### src/rtl/vly_pkg.sv
package vly_pkg;

  // Control-to-datapath strobes, at most one asserted per clock
  typedef struct packed {
    logic stepDeeper;   // move one ladder position down (higher valley)
    logic stepShallow;  // move one ladder position up (lower valley)
    logic foldSet;      // enter frequency foldback
    logic foldClr;      // leave frequency foldback
  } vlyStrobe_t;

endpackage

### src/rtl/vly_ctrl.sv
module vly_ctrl
  import vly_pkg::*;
#(
  parameter int SP_W       = 7,
  parameter int LINE_W     = 10,
  parameter int HI_LINE    = 264,
  parameter int LO_LINE    = 253,
  parameter int BLANK_CYC  = 25000,
  parameter int NUM_LEVELS = 5,
  parameter int FIRST_FALL = 80,
  parameter int FALL_STEP  = 15,
  parameter int HYST       = 5,
  parameter int FOLD_IN    = 25,
  parameter int FOLD_OUT   = 35,
  localparam int LVL_W     = $clog2(NUM_LEVELS),
  localparam int CNT_W     = $clog2(BLANK_CYC + 1)
) (
  input  logic              clk,
  input  logic              rstN,
  input  logic [SP_W-1:0]   setpointPct,
  input  logic [LINE_W-1:0] lineVolts,
  input  logic [LVL_W-1:0]  level,
  input  logic              foldMode,
  output logic              rangeHigh,
  output vlyStrobe_t        strobe
);

  localparam int LAST = NUM_LEVELS - 1;

  logic [CNT_W-1:0]      blankCnt;
  logic                  lineCand;
  logic                  rangeFlip;
  logic [NUM_LEVELS-1:0] belowFall;
  logic [NUM_LEVELS-1:0] aboveRise;
  logic [NUM_LEVELS-1:0] levelSel;

  // Line-range classifier: candidate condition depends on current range
  assign lineCand  = rangeHigh ? (int'(lineVolts) < LO_LINE)
                               : (int'(lineVolts) > HI_LINE);
  assign rangeFlip = lineCand && (blankCnt == CNT_W'(BLANK_CYC - 1));

  always_ff @(posedge clk) begin
    if (!rstN) begin
      rangeHigh <= 1'b0;
      blankCnt  <= '0;
    end else if (rangeFlip) begin
      rangeHigh <= ~rangeHigh;
      blankCnt  <= '0;
    end else if (lineCand) begin
      blankCnt  <= blankCnt + 1'b1;
    end else begin
      blankCnt  <= '0;
    end
  end

  // Threshold ladder: per position, a falling exit and a rising exit
  for (genvar k = 0; k < NUM_LEVELS; k++) begin : g_rung
    if (k == LAST) begin : g_fall_none
      assign belowFall[k] = 1'b0;
    end else begin : g_fall
      localparam int FALL_LVL = FIRST_FALL - FALL_STEP * k;
      assign belowFall[k] = int'(setpointPct) < FALL_LVL;
    end
    if (k == 0) begin : g_rise_none
      assign aboveRise[k] = 1'b0;
    end else begin : g_rise
      localparam int RISE_LVL = FIRST_FALL - FALL_STEP * (k - 1) + HYST;
      assign aboveRise[k] = int'(setpointPct) > RISE_LVL;
    end
    assign levelSel[k] = (level == LVL_W'(k));
  end

  logic fallHit;
  logic riseHit;
  assign fallHit = |(belowFall & levelSel);
  assign riseHit = |(aboveRise & levelSel);

  always_comb begin
    strobe             = '0;
    strobe.foldClr     = foldMode && (int'(setpointPct) > FOLD_OUT);
    strobe.foldSet     = !foldMode && levelSel[LAST] && (int'(setpointPct) < FOLD_IN);
    strobe.stepDeeper  = !foldMode && !rangeFlip && fallHit;
    strobe.stepShallow = !foldMode && !rangeFlip && riseHit;
  end

  // entering the high range needs the line above the upper level
  assert_range_rise_R2: assert property (@(posedge clk) disable iff (!rstN)
    $rose(rangeHigh) |-> $past(int'(lineVolts) > HI_LINE));

  // leaving the high range needs the line below the lower level
  assert_range_fall_R3: assert property (@(posedge clk) disable iff (!rstN)
    $fell(rangeHigh) |-> $past(int'(lineVolts) < LO_LINE));

  // foldback ends only after a setpoint above the exit level
  assert_fold_exit_R8: assert property (@(posedge clk) disable iff (!rstN)
    $fell(foldMode) |-> $past(int'(setpointPct) > FOLD_OUT));

endmodule

### src/rtl/vly_dp.sv
module vly_dp
  import vly_pkg::*;
#(
  parameter int NUM_LEVELS = 5,
  localparam int LVL_W     = $clog2(NUM_LEVELS),
  localparam int VAL_W     = $clog2(NUM_LEVELS + 2)
) (
  input  logic             clk,
  input  logic             rstN,
  input  vlyStrobe_t       strobe,
  input  logic             rangeHigh,
  output logic [LVL_W-1:0] level,
  output logic             foldMode,
  output logic [VAL_W-1:0] valleyNum
);

  localparam int LAST = NUM_LEVELS - 1;

  always_ff @(posedge clk) begin
    if (!rstN) begin
      level    <= '0;
      foldMode <= 1'b0;
    end else begin
      if (strobe.stepDeeper)       level <= level + 1'b1;
      else if (strobe.stepShallow) level <= level - 1'b1;
      if (strobe.foldSet)          foldMode <= 1'b1;
      else if (strobe.foldClr)     foldMode <= 1'b0;
    end
  end

  // Line range shifts the whole ladder by one valley
  assign valleyNum = VAL_W'(level) + VAL_W'(1) + VAL_W'(rangeHigh);

  // Strobes from control are mutually exclusive
  assert_strobe_onehot_R9: assert property (@(posedge clk) disable iff (!rstN)
    $onehot0(strobe));

  // ladder position moves by at most one per clock
  assert_one_step_R9: assert property (@(posedge clk) disable iff (!rstN)
    (level == $past(level)) || (level == $past(level) + 1'b1) ||
    (level + 1'b1 == $past(level)));

  // foldback only in the deepest ladder position
  assert_fold_deepest_R7: assert property (@(posedge clk) disable iff (!rstN)
    foldMode |-> (level == LVL_W'(LAST)));

  // no ladder step on a clock where the range changes
  assert_no_double_move_R10: assert property (@(posedge clk) disable iff (!rstN)
    !$stable(rangeHigh) |-> $stable(level));

endmodule

### src/rtl/valley_lockout_sel.sv
module valley_lockout_sel
  import vly_pkg::*;
#(
  parameter int SP_W       = 7,
  parameter int LINE_W     = 10,
  parameter int HI_LINE    = 264,
  parameter int LO_LINE    = 253,
  parameter int BLANK_CYC  = 25000,
  parameter int NUM_LEVELS = 5,
  parameter int FIRST_FALL = 80,
  parameter int FALL_STEP  = 15,
  parameter int HYST       = 5,
  parameter int FOLD_IN    = 25,
  parameter int FOLD_OUT   = 35,
  localparam int VAL_W     = $clog2(NUM_LEVELS + 2)
) (
  input  logic              clk,
  input  logic              rstN,
  input  logic [SP_W-1:0]   setpointPct,
  input  logic [LINE_W-1:0] lineVolts,
  output logic [VAL_W-1:0]  valleyNum,
  output logic              foldMode
);

  localparam int LVL_W = $clog2(NUM_LEVELS);

  vlyStrobe_t       strobe;
  logic             rangeHigh;
  logic [LVL_W-1:0] level;

  vly_ctrl #(
    .SP_W(SP_W), .LINE_W(LINE_W), .HI_LINE(HI_LINE), .LO_LINE(LO_LINE),
    .BLANK_CYC(BLANK_CYC), .NUM_LEVELS(NUM_LEVELS), .FIRST_FALL(FIRST_FALL),
    .FALL_STEP(FALL_STEP), .HYST(HYST), .FOLD_IN(FOLD_IN), .FOLD_OUT(FOLD_OUT)
  ) i_ctrl (
    .clk(clk), .rstN(rstN), .setpointPct(setpointPct), .lineVolts(lineVolts),
    .level(level), .foldMode(foldMode), .rangeHigh(rangeHigh), .strobe(strobe)
  );

  vly_dp #(.NUM_LEVELS(NUM_LEVELS)) i_dp (
    .clk(clk), .rstN(rstN), .strobe(strobe), .rangeHigh(rangeHigh),
    .level(level), .foldMode(foldMode), .valleyNum(valleyNum)
  );

  // output valley always inside the shifted ladder
  assert_valley_range_R4: assert property (@(posedge clk) disable iff (!rstN)
    (valleyNum >= VAL_W'(1)) && (valleyNum <= VAL_W'(NUM_LEVELS + 1)));

endmodule

### config.mk
export PLATFORM = sky130hd
export DESIGN_NAME = valley_lockout_sel
export DESIGN_NICKNAME = d
export VERILOG_FILES = /design/src/rtl/vly_pkg.sv /design/src/rtl/vly_ctrl.sv /design/src/rtl/vly_dp.sv /design/src/rtl/valley_lockout_sel.sv
export SDC_FILE = /design/constraint.sdc
export NUM_CORES = 1
export LEC_CHECK = 0
export BUFFER_PORTS_ARGS = -buffer_cell sky130_fd_sc_hd__buf_2
export CAP_MARGIN = 20
export CORE_ASPECT_RATIO = 1.75
export CORE_MARGIN = 3
export CORE_UTILIZATION = 52
export CTS_BUF_LIST = sky130_fd_sc_hd__clkbuf_8
export DETAILED_ROUTE_END_ITERATION = 6
export PLACE_DENSITY = 0.88
export SYNTH_ARGS = -nofsm -noshare
export SYNTH_HDL_FRONTEND = slang
export SYNTH_SLANG_ARGS = --single-unit
### constraint.sdc
create_clock -name clk -period 2.1 [get_ports clk]
set_input_delay 0.42 -clock clk [delete_from_list [all_inputs] [get_ports clk]]
set_output_delay 0.42 -clock clk [all_outputs]
set_load 0.02 [all_outputs]
---- Word level (Yosys, flattened, before mapping) ----
Cells that the tools add are included.
storage, ports and cells
  register bits after elaboration ......... 20
  input bits .............................. 19
  output and inout port bits .............. 4
  word-level logic and storage cells ...... 50
cells by class
  add/sub/neg operators ................... 4
  order comparisons ....................... 12
  equal/unequal tests ..................... 5
  muxes and demuxes ....................... 5
  bitwise logic cells ..................... 5
  reduce and logical (&&, ||, !) cells .... 15
operators with widths
  cell                                                         number
  > comparator 7 x 6 -> 1 bit, second input constant           3
  adder 15 x 1 -> 15 bit, second input constant                1
  == test 15 bit, second input constant                        1
  > comparator 7 bit, second input constant                    2
  less-than comparator 7 x 6 -> 1 bit, second input constant   2
  less-than comparator 7 bit, second input constant            2
  > comparator 10 x 9 -> 1 bit, second input constant          1
  less-than comparator 10 x 8 -> 1 bit, second input constant  1
  OR reduction 5 bit                                           2
  logical AND 1 bit                                            7
  less-than comparator 7 x 5 -> 1 bit, second input constant   1
  == test 3 x 2 -> 1 bit, second input constant                2
  2-to-1 mux 3 bit                                             2
  bitwise AND 4 x 5 -> 5 bit                                   1
  bitwise AND 5 bit                                            1
  nonzero test 2 bit                                           2
  adder 3 x 1 -> 3 bit                                         1
  adder 3 x 1 -> 3 bit, second input constant                  1
  == test 3 x 1 -> 1 bit, second input constant                1
  == test 3 bit, second input constant                         1
  logical NOT 3 bit                                            1
  2-to-1 mux 1 bit                                             3
  NOT 1 bit                                                    3
  OR reduction 3 bit                                           1
  other kinds (2)                                              3

---- Logic depth before layout (Yosys ltp) ----
Gate-level depths: netlist of the first run.
  depth after elaboration ................. 8
  depth in mapped cells ................... 9
  gate-level depth less buffers ........... 8

---- By module ----
From an unflattened synthesis of the first run, not the netlist that was laid out.
second synthesis, totals
  cells, all modules ...................... 151
  area total of the unflattened synthesis .. 1288.7 sq um
by module, submodules not included
  module    instances  cells an instance  area an instance (sq um)  seq. area each (sq um)
  vly_ctrl  1          125                1043.5                    320.3
  vly_dp    1          26                 245.2                     80.1

---- Worst setup path before layout of the first run ----
Ideal clock, no wire load.
  path type ............................... reg2reg
  from .................................... register i_dp.level[0]
  to ...................................... register i_dp.level[2]
  setup time .............................. 0.116 ns
  data arrival time ....................... 1.902 ns
  required time ........................... 1.984 ns
  setup slack ............................. 0.082 ns
  stages on the path, launching flop included .. 8
  path buffers ............................ 0
  clock period less this slack ............ 2.018 ns
  path through ............................ dfxtp_1 > inv_1 > ha_1 > nand2b_1 > o221a_1 > a211o_1 > a221o_1 > a31o_1
on the way
  cells in the longest elaborated chain, start to end .. 5
  elaborated cells between the ends (all ways) .. 16
  classes of those cells .................. add/sub (2); eq/ne (4); mux (2); bitwise (2); reduce/logical (6)
RTL lines
  what                                                             RTL line                        source
  start: declaration                                               vly_dp.sv:12                    output logic [LVL_W-1:0] level,
  start signal: assignment                                         vly_dp.sv:24                    if (strobe.stepDeeper) level <= level + 1'b1;
  start signal: assignment                                         vly_dp.sv:25                    else if (strobe.stepShallow) level <= level - 1'b1;
  == test 3 x 1 -> 1 bit, or another cell as far along             vly_ctrl.sv:70                  assign levelSel[k] = (level == LVL_W'(k));
  bitwise AND 4 x 5 -> 5 bit or bitwise AND 5 bit (tied branches)  vly_ctrl.sv:75, vly_ctrl.sv:76
  OR reduction 5 bit, on equally long branches                     vly_ctrl.sv:75, vly_ctrl.sv:76
  logical AND 1 bit, on equally long branches                      vly_ctrl.sv:82, vly_ctrl.sv:83
  2-to-1 mux 3 bit or nonzero test 2 bit (tied branches)           n/a
Parallel ways exist; a longest one is shown, timed or not. The select of a mux whose other input is x is not followed.
A chain may end at the register's enable or synchronous reset.

---- Worst setup path in the final report of the first run ----
  from .................................... register i_dp.level[0]
  to ...................................... register i_dp.level[1]
The elaborated chain is that of the path after synthesis.

==> metrics.cfg, run 1 <==
[global_routing]
grt_pass1_wl_um=5510
grt_pass1_vias=1289
antenna_found_initial=0
grt_max_degree=16
grtUsageTotal_pct=22.6
gr-total-overflow=0

[power]
leakagePower_nw=0.661
comb_power_share_pct=44.5
p_seq_share_pct=36.1
internal_power_uw=799
powerDensity_nw_per_um2=790
clkPwrFrac_pct=19.4
p_total_mw=1.23
max-vdd-ir-drop_mv=0.492
p_switching_uw=431
swShare_pct=35.0

[synthesis]
syn_area_um2=1310
async_flop_share_pct=0
ys_ff_latch=20
yosys-top-cells-area=dfxtp_1 (31%), ha_1 (8.6%), xor2_1 (6.0%)
synthCells=157
synth-edff-count=0
synth_top_area_share_pct=30.5
avgSynthCellArea_um2=8.35
ys_warn_count=0
synth_common_cells=dfxtp_1 (20), nor2_1 (17)
synth_cell_types=45
synth_largest_area_cell=dfxtp_1
yosysMostFrequentCell=dfxtp_1
syn-num-nets=185
ys.flop_type=dfxtp_1
yosysSeqAreaShare_pct=30.5

[floorplan]
coreArea_um2=2360
die_x_um=44.0
pin_count=23
die-area_um2=3180
die-height_um=72.4
start_util_pct=55.6
row_count=23

[clock_tree]
cts-root-buf=clkbuf_8
clock_latency_ps=250
cts_hold_buf=0
cts_tree=built
htree_levels=1
cts.sinks=20
cts_buffer_depth=2
clk_pin_slew_ps=70
cts_made_buffers=3

[worst_hold_path]
hold_path_class=in -> reg

[setup_path]
cp.arrival_ps=2170
worstSetupPathType=reg -> reg
setup.worst_path.start_class=flop
cp.required_ps=2250
crit_path_max_fanout=5
end_kind=flop
r2r_slack_ps=80

[job]
max_cap_violations=0

[timing]
hold_violations=0
max_freq_mhz=495
report.final.slew_viol_count=0
period_share_pct=96.1
setup_viol=0
finClkSkew_ps=5.11
relSlewSlack_pct=68.7
tightest_slew_ps=466
final_period_minus_worst_setup_slack_ps=2020

[place]
post_dp_cell_area_um2=1480
dp_hpwl_um=2530
numPortBuffers=22
place_congestion=0.847

[final_layout]
multi_input_area_um2=883
fin_nets=214
syn_to_final_growth_pct=18.8
final_cell_area_um2=1560
drive_gt1_share_pct=23.9
seq_area_um2=405
nFillCells=196
antennaDiodeCount=0

[status]
status=finished, final reports clean

[drt]
drt_iter0_drc=18
wirelength_um=3220
drc_errors=0
vias=1244
routedWlPerCell_um=15.4
vias_per_cell=5.95
ant_nets=0
dr.pass1.iters=4

[critical path: stages (launching register included)]
cell	delay, ps
dfxtp_2	340
inv_1	110
buf_4	140
ha_1	190
nand3b_1	130
a21oi_2	180
nor4_4	70
buf_4	150
and3_1	170
a211o_1	260
o21a_1	170
[cells in the final DEF (no fill, tap or decap), types with 2 or more instances in the layout]
cell type  instances
a211o_1            3
a211oi_2           2
a21boi_1           2
a21oi_1            8
and3_1             6
buf_2             22
buf_4              8
clkbuf_8           3
dfxtp_1           18
ha_1               8
inv_1              7
nand2_1            9
nand2b_1           2
nand3_1            8
nand4_1            4
nor2_1            17
nor2b_1            2
nor3_1             3
nor4_1             2
o21ai_0            5
o31a_1             2
or3_1              4
xnor2_1            3
xor2_1             9
[layout make-up]
class / instances / area share, %
well taps: 25 / 2.01
repair buffers: 30 / 10.9
inverters: 7 / 1.69
clock buffers: 3 / 2.65
flip-flops and latches: 20 / 26.0
multi-input cells: 124 / 56.7
[flip-flops by register name, summed over array words and instances (netlist names)]
signal / cells
i_dp.level: 3
i_ctrl.blankCnt: 15
i_dp.foldMode: 1
i_ctrl.rangeHigh: 1
[per-layer routing]
layer	routed length, um	global-route usage [%]	vias up
li1	-	-	630
met2	1940	46.4	22
met1	1120	19.7	583
met3	59	2.23	9
met5	0	0	-
met4	100	11.1	0
[path summary, 6_finish.rpt]
check                           cells after the start                              to                            from
worst max-delay path                               10      i_dp.level[1]$_SDFFE_PN0P_      i_dp.level[0]$_SDFFE_PN0P_
worst min-delay path                                2      i_dp.foldMode$_SDFFE_PN0P_                  setpointPct[6]
worst max register to register                     10      i_dp.level[1]$_SDFFE_PN0P_      i_dp.level[0]$_SDFFE_PN0P_
worst min register to register                      2  i_ctrl.blankCnt[11]$_SDFF_PP0_  i_ctrl.blankCnt[11]$_SDFF_PP0_
[through the flow]
step	worst slack, ps	hold WS [ps]	setup TNS, ps	instances	util [%]
final	81.3	450	0	209	66.0
after CTS	24.4	440	0	208	64.8
after global routing	-4.25	454	-4.25	209	66.0
after global placement	1.04	478	0	205	62.6
after floorplan	82.4	453	0	157	-
after detailed placement	-61.8	508	-169	205	62.6
[power groups by stage]
| stage | Combinational, mW | Clock (mW) | Sequential (mW) |
|---|---|---|---|
| 6_report | 0.548 | 0.238 | 0.444 |
| 3_3_place_gp | 0.465 | 0 | 0.444 |
| 5_1_grt | 0.599 | 0.260 | 0.447 |
| 2_1_floorplan | 0.350 | 0 | 0.429 |
| 3_5_place_dp | 0.493 | 0 | 0.446 |
| 4_1_cts | 0.505 | 0.247 | 0.441 |
[cells by family (layout without fill, tap and decap cells)]
logic type / after synthesis / in the layout / share of synthesized area, %
xor+xnor: 12 / 12 / 8.02
simple gates: 66 / 66 / 28.3
flops: 20 / 20 / 30.5
fa+ha+maj: 9 / 9 / 8.59
compound gates: 37 / 37 / 20.4
buf+inv: 13 / 40 / 4.10
[what timing repair did]
item / in CTS / in global routing
pin swaps: 0 / 3
setup endpoints to repair: 2 / 3
buffers inserted: 0 / 1
gates resized for setup: 4 / 4
No activity file was read; power rests on OpenSTA's default activity.
==> inputs of run 2 (changes only) <==
- CORE_ASPECT_RATIO: 1.75 -> not set
==> run 2 against run 1 <==
- sequential share of layout area decreased by 0.99 points
- count of clock-buffer cells in the layout is the same
- highest routed layer unchanged
- global-route usage down 4.2 points
==> metrics.cfg, run 2 (synthesis results as in run 1) <==
[final_layout]
drive_gt1_share_pct=27.0
seq_area_um2=403
layout.cells.non_filler=213
nFillCells=185
final_cell_area_um2=1610
final_cell_mix=buf_2 (22), dfxtp_1 (18), nor2_1 (17)
layout_commonest_cell=buf_2
reg_top3=i_ctrl.blankCnt x15, i_dp.level x3
largest_register_ff_count=15
fin_nets=215
largest_register=i_ctrl.blankCnt
antennaDiodeCount=0
syn_to_final_growth_pct=22.7
multi_input_area_um2=926

[setup_path]
r2r_slack_ps=40
cp.arrival_ps=2210
end_kind=flop
r2r-start=i_dp.level[1]$_SDFFE_PN0P_
rr_worst_depth=9
rr_endpoint=i_dp.level[2]$_SDFFE_PN0P_
setup.worst_path.start_class=flop
cp-startpoint=i_dp.level[1]$_SDFFE_PN0P_
critPathCapture=i_dp.level[2]$_SDFFE_PN0P_
cp.required_ps=2250
worstSetupPathType=reg -> reg
crit_path_max_fanout=4

[drt]
drt_iter0_drc=109
wl_met3_um=113
vias_per_cell=5.97
top_layer=met4
routedWlPerCell_um=14.0
dr_wl_met2_um=1560
dr.pass1.iters=4
vias=1272
ant_nets=0
met1_length_um=1220
wirelength_um=2980
drc_errors=0

[clock_tree]
clk_pin_slew_ps=70
cts-root-buf=clkbuf_8
cts_tree=built
htree_levels=1
cts_buffer_depth=2
cts.sinks=20
clock_latency_ps=250
cts_made_buffers=3
cts_hold_buf=0

[timing]
hold_violations=0
setup_viol=0
finClkSkew_ps=6.01
max_freq_mhz=486
hold_ws_ps=442
tightest_slew_ps=424
final_period_minus_worst_setup_slack_ps=2060
final.setup.worst_slack_ps=40.6
report.final.slew_viol_count=0
rsz0062_at_grt=true
period_share_pct=98.1
relSlewSlack_pct=71.0

[floorplan]
die-area_um2=3160
die_x_um=56.2
coreArea_um2=2300
row_count=17
start_util_pct=57.1
pin_count=23
die-height_um=56.2

[power]
p_total_mw=1.28
max-vdd-ir-drop_mv=0.760
leakagePower_nw=0.669
powerDensity_nw_per_um2=793

[status]
status=finished, final reports clean

[place]
dp_cells=209
post_dp_cell_area_um2=1490
dp_worst_setup_slack_ps=-27.8
dp_hpwl_um=2210
place_congestion=0.967
numPortBuffers=22

[global_routing]
grt_pass1_wl_um=4770
antenna_found_initial=0
grt_max_degree=16
grtUsageTotal_pct=18.4
grt_pass1_vias=1187
gr-total-overflow=0

[worst_hold_path]
hold_path_class=in -> reg

[job]
max_cap_violations=0

[run 2: layout make-up]
class	instances	area share, %
well taps	28	2.18
clock buffers	3	2.57
inverters	7	1.63
multi-input cells	124	57.5
flip-flops and latches	20	25.0
repair buffers	31	11.0
[run 2: how the worst min path moves through the flow]
stage	start	endpoint	cells past startpoint	slack (ps)
floorplan	i_ctrl.blankCnt[0]$_SDFF_PP0_	i_ctrl.blankCnt[0]$_SDFF_PP0_	1	450
global placement	i_ctrl.blankCnt[0]$_SDFF_PP0_	i_ctrl.blankCnt[0]$_SDFF_PP0_	1	480
detailed placement	i_ctrl.blankCnt[0]$_SDFF_PP0_	i_ctrl.blankCnt[0]$_SDFF_PP0_	1	490
CTS	rstN	i_dp.level[1]$_SDFFE_PN0P_	2	450
global route	rstN	i_dp.level[1]$_SDFFE_PN0P_	2	440
finish	rstN	i_dp.level[1]$_SDFFE_PN0P_	2	440
[run 2: what timing repair did]
action / CTS / global route
endpoints found under the setup margin: 2 / 2
setup buffers: 0 / 1
pin swaps: 0 / 4
resized for setup: 1 / 14
[run 2: metal layers]
metal	vias up	track usage, %
met5	-	0
met4	0	8.14
met3	8	2.32
met2	31	34.2
met1	600	20.4
li1	633	-
[run 2: stage by stage]
step                utilization [%]  TNS, ps
detailed placement             64.8    -70.9
global placement               64.8        0
finish                         70.0        0
global route                   70.0    -39.3
floorplan                         -        0
CTS                            66.7        0
[run 2: where the power goes]
part	total, mW	switching [mW]	internal (mW)	leakage (nW)
logic	0.615	0.329	0.287	0.485
clock network	0.239	0.112	0.127	0.0216
registers	0.422	0.0156	0.406	0.163
[run 2: worst max-delay path: stages, from the launching register on]
cell	delay [ps]
dfxtp_2	330
buf_4	150
ha_4	160
ha_4	160
a21oi_4	110
a211oi_2	70
nor4_4	360
nor2b_2	90
a221o_1	330
a31o_1	200
